===== config.mk =====
export PLATFORM = sky130hd
export DESIGN_NAME = slot_busy_scanner
export DESIGN_NICKNAME = d
export VERILOG_FILES = /design/src/rtl/sbs_pkg.sv /design/src/rtl/sbs_busy_map.sv /design/src/rtl/sbs_slot_fifo.sv /design/src/rtl/slot_busy_scanner.sv
export SDC_FILE = /design/constraint.sdc
export NUM_CORES = 1
export LEC_CHECK = 0
export CAP_MARGIN = 20
export CORE_MARGIN = 2
export CORE_UTILIZATION = 60
export DETAILED_ROUTE_END_ITERATION = 8
export HOLD_SLACK_MARGIN = 0.08
export PLACE_DENSITY = 0.89
export SETUP_SLACK_MARGIN = 0.3
export SLEW_MARGIN = 20
export SYNTH_ARGS = -nofsm -noshare
export SYNTH_HDL_FRONTEND = slang
export SYNTH_HIERARCHICAL = 1
export SYNTH_SLANG_ARGS = --single-unit

===== constraint.sdc =====
create_clock -name clk -period 4.2 [get_ports clk]
set_input_delay 0.63 -clock clk [delete_from_list [all_inputs] [get_ports clk]]
set_output_delay 0.63 -clock clk [all_outputs]
set_load 0.02 [all_outputs]

===== src/rtl/sbs_pkg.sv =====
package sbs_pkg;

    // Where a busy slot reached by a tick is sent
    typedef enum logic [1:0] {
        ROUTE_NONE   = 2'd0,
        ROUTE_DIRECT = 2'd1,
        ROUTE_QUEUE  = 2'd2,
        ROUTE_DROP   = 2'd3
    } hit_route_e;

endpackage


===== src/rtl/sbs_busy_map.sv =====
module sbs_busy_map #(
    parameter int MAX_SLOTS = 64,
    parameter int SLOT_W    = 6,
    parameter int SIZE_W    = 7
) (
    input  logic                 clk,
    input  logic                 rst_n,
    input  logic [SIZE_W-1:0]    size,
    input  logic                 set_en,
    input  logic [SLOT_W-1:0]    set_slot,
    input  logic                 clr_en,
    input  logic [SLOT_W-1:0]    clr_slot,
    output logic [MAX_SLOTS-1:0] busy
);

    typedef struct packed {
        logic [MAX_SLOTS-1:0] bits;
    } map_st_t;

    map_st_t st_d, st_q;

    logic set_in_range, clr_in_range;

    always_comb begin
        set_in_range = SIZE_W'(set_slot) < size;
        clr_in_range = SIZE_W'(clr_slot) < size;
        st_d = st_q;
        if (set_en && set_in_range) begin
            st_d.bits[set_slot] = 1'b1;
        end
        // Clear is applied last so it wins over a set to the same slot
        if (clr_en && clr_in_range) begin
            st_d.bits[clr_slot] = 1'b0;
        end
    end

    always_ff @(posedge clk or negedge rst_n) begin
        if (!rst_n) begin
            st_q <= '0;
        end else begin
            st_q <= st_d;
        end
    end

    assign busy = st_q.bits;

endmodule


===== src/rtl/sbs_slot_fifo.sv =====
module sbs_slot_fifo #(
    parameter int DEPTH = 4,
    parameter int W     = 6
) (
    input  logic         clk,
    input  logic         rst_n,
    input  logic         flush,
    input  logic         push,
    input  logic [W-1:0] din,
    input  logic         pop,
    output logic [W-1:0] dout,
    output logic         empty,
    output logic         full
);

    localparam int PTR_W = (DEPTH > 1) ? $clog2(DEPTH) : 1;
    localparam int CNT_W = $clog2(DEPTH + 1);

    typedef struct packed {
        logic [DEPTH-1:0][W-1:0] mem;
        logic [PTR_W-1:0]        rd;
        logic [PTR_W-1:0]        wr;
        logic [CNT_W-1:0]        cnt;
    } fifo_st_t;

    fifo_st_t st_d, st_q;

    logic do_pop, do_push;

    function automatic logic [PTR_W-1:0] ptr_inc(input logic [PTR_W-1:0] p);
        return (p == PTR_W'(DEPTH - 1)) ? '0 : p + 1'b1;
    endfunction

    always_comb begin
        st_d    = st_q;
        do_pop  = pop && (st_q.cnt != '0);
        do_push = push && ((st_q.cnt != CNT_W'(DEPTH)) || do_pop);
        if (flush) begin
            st_d.rd  = '0;
            st_d.wr  = '0;
            st_d.cnt = '0;
        end else begin
            if (do_push) begin
                st_d.mem[st_q.wr] = din;
                st_d.wr           = ptr_inc(st_q.wr);
            end
            if (do_pop) begin
                st_d.rd = ptr_inc(st_q.rd);
            end
            if (do_push && !do_pop) begin
                st_d.cnt = st_q.cnt + 1'b1;
            end else if (do_pop && !do_push) begin
                st_d.cnt = st_q.cnt - 1'b1;
            end
        end
    end

    always_ff @(posedge clk or negedge rst_n) begin
        if (!rst_n) begin
            st_q <= '0;
        end else begin
            st_q <= st_d;
        end
    end

    assign dout  = st_q.mem[st_q.rd];
    assign empty = (st_q.cnt == '0);
    assign full  = (st_q.cnt == CNT_W'(DEPTH));

endmodule


===== src/rtl/slot_busy_scanner.sv =====
module slot_busy_scanner
    import sbs_pkg::*;
#(
    parameter int  MAX_SLOTS  = 64,
    parameter int  FIFO_DEPTH = 4,
    localparam int SLOT_W     = (MAX_SLOTS > 1) ? $clog2(MAX_SLOTS) : 1,
    localparam int SIZE_W     = $clog2(MAX_SLOTS + 1)
) (
    input  logic              clk,
    input  logic              rst_n,
    input  logic              cfg_we,
    input  logic [SIZE_W-1:0] cfg_size,
    input  logic              tick,
    input  logic              set_en,
    input  logic [SLOT_W-1:0] set_slot,
    input  logic              clr_en,
    input  logic [SLOT_W-1:0] clr_slot,
    input  logic              irq_ack,
    output logic              irq,
    output logic [SLOT_W-1:0] irq_slot,
    output logic              ovf
);

    typedef struct packed {
        logic [SLOT_W-1:0] ptr;
        logic [SIZE_W-1:0] size;
        logic              irq;
        logic [SLOT_W-1:0] irq_slot;
        logic              ovf;
    } scan_st_t;

    localparam scan_st_t RESET_ST = '{
        ptr:      '0,
        size:     SIZE_W'(MAX_SLOTS),
        irq:      1'b0,
        irq_slot: '0,
        ovf:      1'b0
    };

    scan_st_t st_d, st_q;

    logic [MAX_SLOTS-1:0] busy;
    logic [SLOT_W-1:0]    ptr_next;
    logic [SLOT_W-1:0]    fifo_dout;
    logic                 fifo_empty, fifo_full;
    logic                 fifo_push, fifo_pop;
    logic                 cfg_ok, hit, releasing;
    hit_route_e           route;
    logic [SLOT_W-1:0]    cur_ptr;
    logic [SIZE_W-1:0]    cur_size;

    sbs_busy_map #(
        .MAX_SLOTS (MAX_SLOTS),
        .SLOT_W    (SLOT_W),
        .SIZE_W    (SIZE_W)
    ) u_map (
        .clk      (clk),
        .rst_n    (rst_n),
        .size     (st_q.size),
        .set_en   (set_en),
        .set_slot (set_slot),
        .clr_en   (clr_en),
        .clr_slot (clr_slot),
        .busy     (busy)
    );

    sbs_slot_fifo #(
        .DEPTH (FIFO_DEPTH),
        .W     (SLOT_W)
    ) u_fifo (
        .clk   (clk),
        .rst_n (rst_n),
        .flush (cfg_ok),
        .push  (fifo_push),
        .din   (ptr_next),
        .pop   (fifo_pop),
        .dout  (fifo_dout),
        .empty (fifo_empty),
        .full  (fifo_full)
    );

    always_comb begin
        cfg_ok    = cfg_we && (cfg_size != '0) && (cfg_size <= SIZE_W'(MAX_SLOTS));
        ptr_next  = (SIZE_W'(st_q.ptr) == st_q.size - SIZE_W'(1)) ? '0 : st_q.ptr + 1'b1;
        hit       = tick && busy[ptr_next] && !cfg_ok;
        releasing = st_q.irq && irq_ack && !cfg_ok;
        fifo_pop  = releasing && !fifo_empty;

        // Route the reached busy slot
        route = ROUTE_NONE;
        if (hit) begin
            if (!st_q.irq || (releasing && fifo_empty)) begin
                route = ROUTE_DIRECT;
            end else if (!fifo_full || fifo_pop) begin
                route = ROUTE_QUEUE;
            end else begin
                route = ROUTE_DROP;
            end
        end
        fifo_push = (route == ROUTE_QUEUE);

        st_d = st_q;
        if (cfg_ok) begin
            st_d.size     = cfg_size;
            st_d.ptr      = '0;
            st_d.irq      = 1'b0;
            st_d.irq_slot = '0;
            st_d.ovf      = 1'b0;
        end else begin
            if (tick) begin
                st_d.ptr = ptr_next;
            end
            if (releasing) begin
                if (!fifo_empty) begin
                    st_d.irq_slot = fifo_dout;
                end else begin
                    st_d.irq = 1'b0;
                end
            end
            case (route)
                ROUTE_DIRECT: begin
                    st_d.irq      = 1'b1;
                    st_d.irq_slot = ptr_next;
                end
                ROUTE_DROP:   st_d.ovf = 1'b1;
                default:      ;
            endcase
        end
    end

    always_ff @(posedge clk or negedge rst_n) begin
        if (!rst_n) begin
            st_q <= RESET_ST;
        end else begin
            st_q <= st_d;
        end
    end

    assign irq      = st_q.irq;
    assign irq_slot = st_q.irq_slot;
    assign ovf      = st_q.ovf;
    assign cur_ptr  = st_q.ptr;
    assign cur_size = st_q.size;

endmodule


==> impl_metrics.json, run 1 <==
{
  "grt_pass1_wl_mm": 32.4,
  "die_w_um": 111,
  "drv_slew": 0,
  "via_per_inst": 7.31,
  "p_leak_nw": 3.51,
  "crit_type": "flop to flop",
  "grt_max_degree": 65,
  "slew-limit-headroom": 0.303,
  "syn_inst": 648,
  "synth-simple-area-share": 0.131,
  "synthMuxAreaShare": 0.139,
  "fp.coreArea_um2": 11000,
  "worstPathRequired_ns": 4.54,
  "cts-root-buf": "clkbuf_16",
  "fmax_mhz": 255,
  "ys.flop_type": "dfrtp_1",
  "clk_latency_ns": 0.42,
  "finClkSkew_ns": 0.00696,
  "drtPass1Iterations": 5,
  "synth_top_family_by_area": "compound AO/OA/AOI/OAI gates",
  "wl_per_cell_um": 24.7,
  "io_pins": 34,
  "worstMarginPinSlew_ns": 1.04,
  "start_util": 0.623,
  "synth.most_common_cell": "dfrtp_1",
  "worstPathArrival_ns": 4.27,
  "gp_congestion": 0.937,
  "grt_use_total": 0.337,
  "power.density_nw_per_um2": 483,
  "place_hpwl_mm": 12.7,
  "finalCriticalPeriod_ns": 3.93,
  "fin_cells": 832,
  "clk_path_buf_depth": 2,
  "placedCellCount": 796,
  "fin_crit_sh": 0.935,
  "final-setup-viol-count": 0,
  "ys_top_cells_by_area": "dfrtp_1, a41oi_1, a21oi_1",
  "fp-row-count": 38,
  "rsz0062_at_grt": "yes",
  "min_path_type": "input pin to asynchronous set/reset pin",
  "dr_total_vias": 6079,
  "synth_adder_area_share": 0.0340,
  "syn_area_per_cell_um2": 10.6,
  "drive_gt1_frac": 0.189,
  "detail-route-antenna-nets": 0,
  "status": "finished clean",
  "ys.warnings.count": 6,
  "tns_ns": 0,
  "yosys-top-cells-count": "dfrtp_1, a21oi_1, a41oi_1",
  "synth_top_cell_area_share": 0.421,
  "hold-worst-slack_ns": 0.260,
  "antenna_found_initial": 0,
  "clock_sinks": 116,
  "async_reset_ff_frac": 1.00,
  "ir_drop_uv": 671,
  "ys_ff_latch": 116,
  "synth_edf_count": 0,
  "wl_mm": 20.5,
  "synth-xor-area-share": 0.0207,
  "ys_types": 66,
  "end_kind": "flop",
  "yosysTopAreaCell": "dfrtp_1",
  "grt_pass1_vias": 6059,
  "cap_violations": 0,
  "path_clk_slew_ns": 0.06,
  "critPathLaunchType": "flop",
  "area_growth_pct": 17.8,
  "htreeDepth": 4,
  "syn_nets": 692,
  "cp_max_fo": 7,
  "grt-ovfl-total": 0,
  "hold_viol_final": 0,
  "port_buffers": 33,
  "nets": 723,
  "drt_iter0_markers": 864,
  "die_h_um": 111,
  "syn_area_um2": 6840,
  "diodes": 0,
  "drc": 0,
  "cts_tree": "built",
  "numCtsBuffers": 17,
  "seq_area_frac_synth": 0.424,
  "synth-compound-area-share": 0.205,
  "dieArea_um2": 12300
}
-- report_power, final --
part,switching (mW),internal (mW),total [mW],leakage [nW]
logic,0.584,0.440,1.02,1.66
registers,0.119,1.28,1.40,1.56
clock network,0.513,0.957,1.47,0.290
total,1.22,2.68,3.90,3.51
-- kinds of logic after synthesis --
family | count (synthesis)
buffers and inverters | 74
AOI/OAI and AO/OA | 207
xor gates and xnor gates | 14
muxes | 61
adders and majority gates | 18
and+or+nand+nor | 158
DFF | 116
-- worst max-delay path: stages (launching register included) --
cell and delay (ns):
dfrtp_2 0.42, inv_1 0.07, ha_2 0.32, xor2_1 0.16
o211ai_1 0.13, a211o_1 0.31, a211oi_2 0.28, buf_4 0.22
buf_4 0.13, or2_2 0.11, a211o_1 0.18, a21oi_4 0.09
nor2_2 0.15, and3_4 0.23, nand2_1 0.08, nor2_2 0.14
fa_2 0.24, nand2b_1 0.08, or3_1 0.33, a31oi_1 0.15
-- state kept, by name, summed over array words and instances (netlist names) --
register     cells
irq_slot         6
cur_size         7
u_fifo/st_q     31
u_map/busy      64
cur_ptr          6
ovf              1
irq              1
-- layout by cell type, fill, tap and decap left out, types with 4 or more instances in the layout --
cell / n
a211o_1: 4
a21oi_1: 81
a31oi_1: 6
a41oi_1: 64
and2_1: 4
and3_1: 5
and3b_1: 5
buf_4: 31
clkbuf_16: 17
clkdlybuf4s50_1: 32
clkinv_2: 5
dfrtp_1: 113
ha_1: 15
inv_1: 19
mux2_4: 24
mux2i_1: 18
mux4_2: 13
nand2_1: 32
nand2b_1: 10
nand3_1: 5
nand3b_1: 4
nor2_1: 35
nor2_2: 4
nor2b_1: 7
nor3_1: 13
nor3b_1: 9
nor4bb_1: 4
o211ai_1: 6
o21ai_0: 18
o31ai_1: 4
or3_1: 4
xnor2_1: 5
xor2_1: 6
-- area by class of cell --
cell class	count	area, um2
Inverter	20	75.1
Clock buffer	22	464
Fill cell	697	2920
Multi-Input combinational cell	458	3700
Tap cell	140	175
Clock inverter	10	130
Timing Repair Buffer	66	608
Sequential cell	116	2910
-- worst paths after layout --
check / start / to / slack [ns] / cells past startpoint
min in group clk: ovf / ovf / 0.51 / 1
min: rst_n / irq / 0.26 / 1
max: cur_size[1] / u_fifo/st_q[2] / 0.27 / 19
min reg2reg: ovf / ovf / 0.51 / 1
max in group asynchronous: rst_n / u_map/busy[54] / 3.00 / 2
max reg2reg: cur_size[1] / u_fifo/st_q[2] / 0.27 / 19
-- metal layers --
| layer | vias to the layer above | global-route usage | share of wire |
|---|---|---|---|
| li1 | 2537 | - | - |
| met2 | 449 | 0.517 | 0.46 |
| met3 | 102 | 0.114 | 0.11 |
| met1 | 2991 | 0.428 | 0.38 |
| met5 | - | 0 | 0 |
| met4 | 0 | 0.173 | 0.052 |
-- repair_timing --
item                       CTS  global route
hold buffers                 0             0
setup endpoints to repair   27            27
pin swaps                    1             3
setup buffers                2             2
hold endpoints to repair     0             0
resized for setup           10            14
-- stage by stage --
step / setup WS, ns / power (mW) / util / instance area (um2)
after detailed placement: 0.0419 / 2.34 / 0.669 / 7350
after global placement: 0.204 / 2.29 / 0.669 / 7350
after floorplan: 0.341 / 2.02 / - / 6850
after global routing: 0.0605 / 4.04 / 0.734 / 8060
after CTS: 0.301 / 3.84 / 0.728 / 8000
final: 0.274 / 3.90 / 0.734 / 8060
Note: power is estimated with default switching activity, not from simulation.
==> run 2: changes to the inputs <==
HOLD_SLACK_MARGIN = 0.03   (was 0.08)
==> results of run 2 <==
The final DEF is identical to that of run 1; final timing and power are the same.
==> run 3: changes to the inputs <==
GPL_ROUTABILITY_DRIVEN = 0   (was not set)
==> results of run 3 <==
The final DEF is identical to that of run 1; final timing and power are the same.
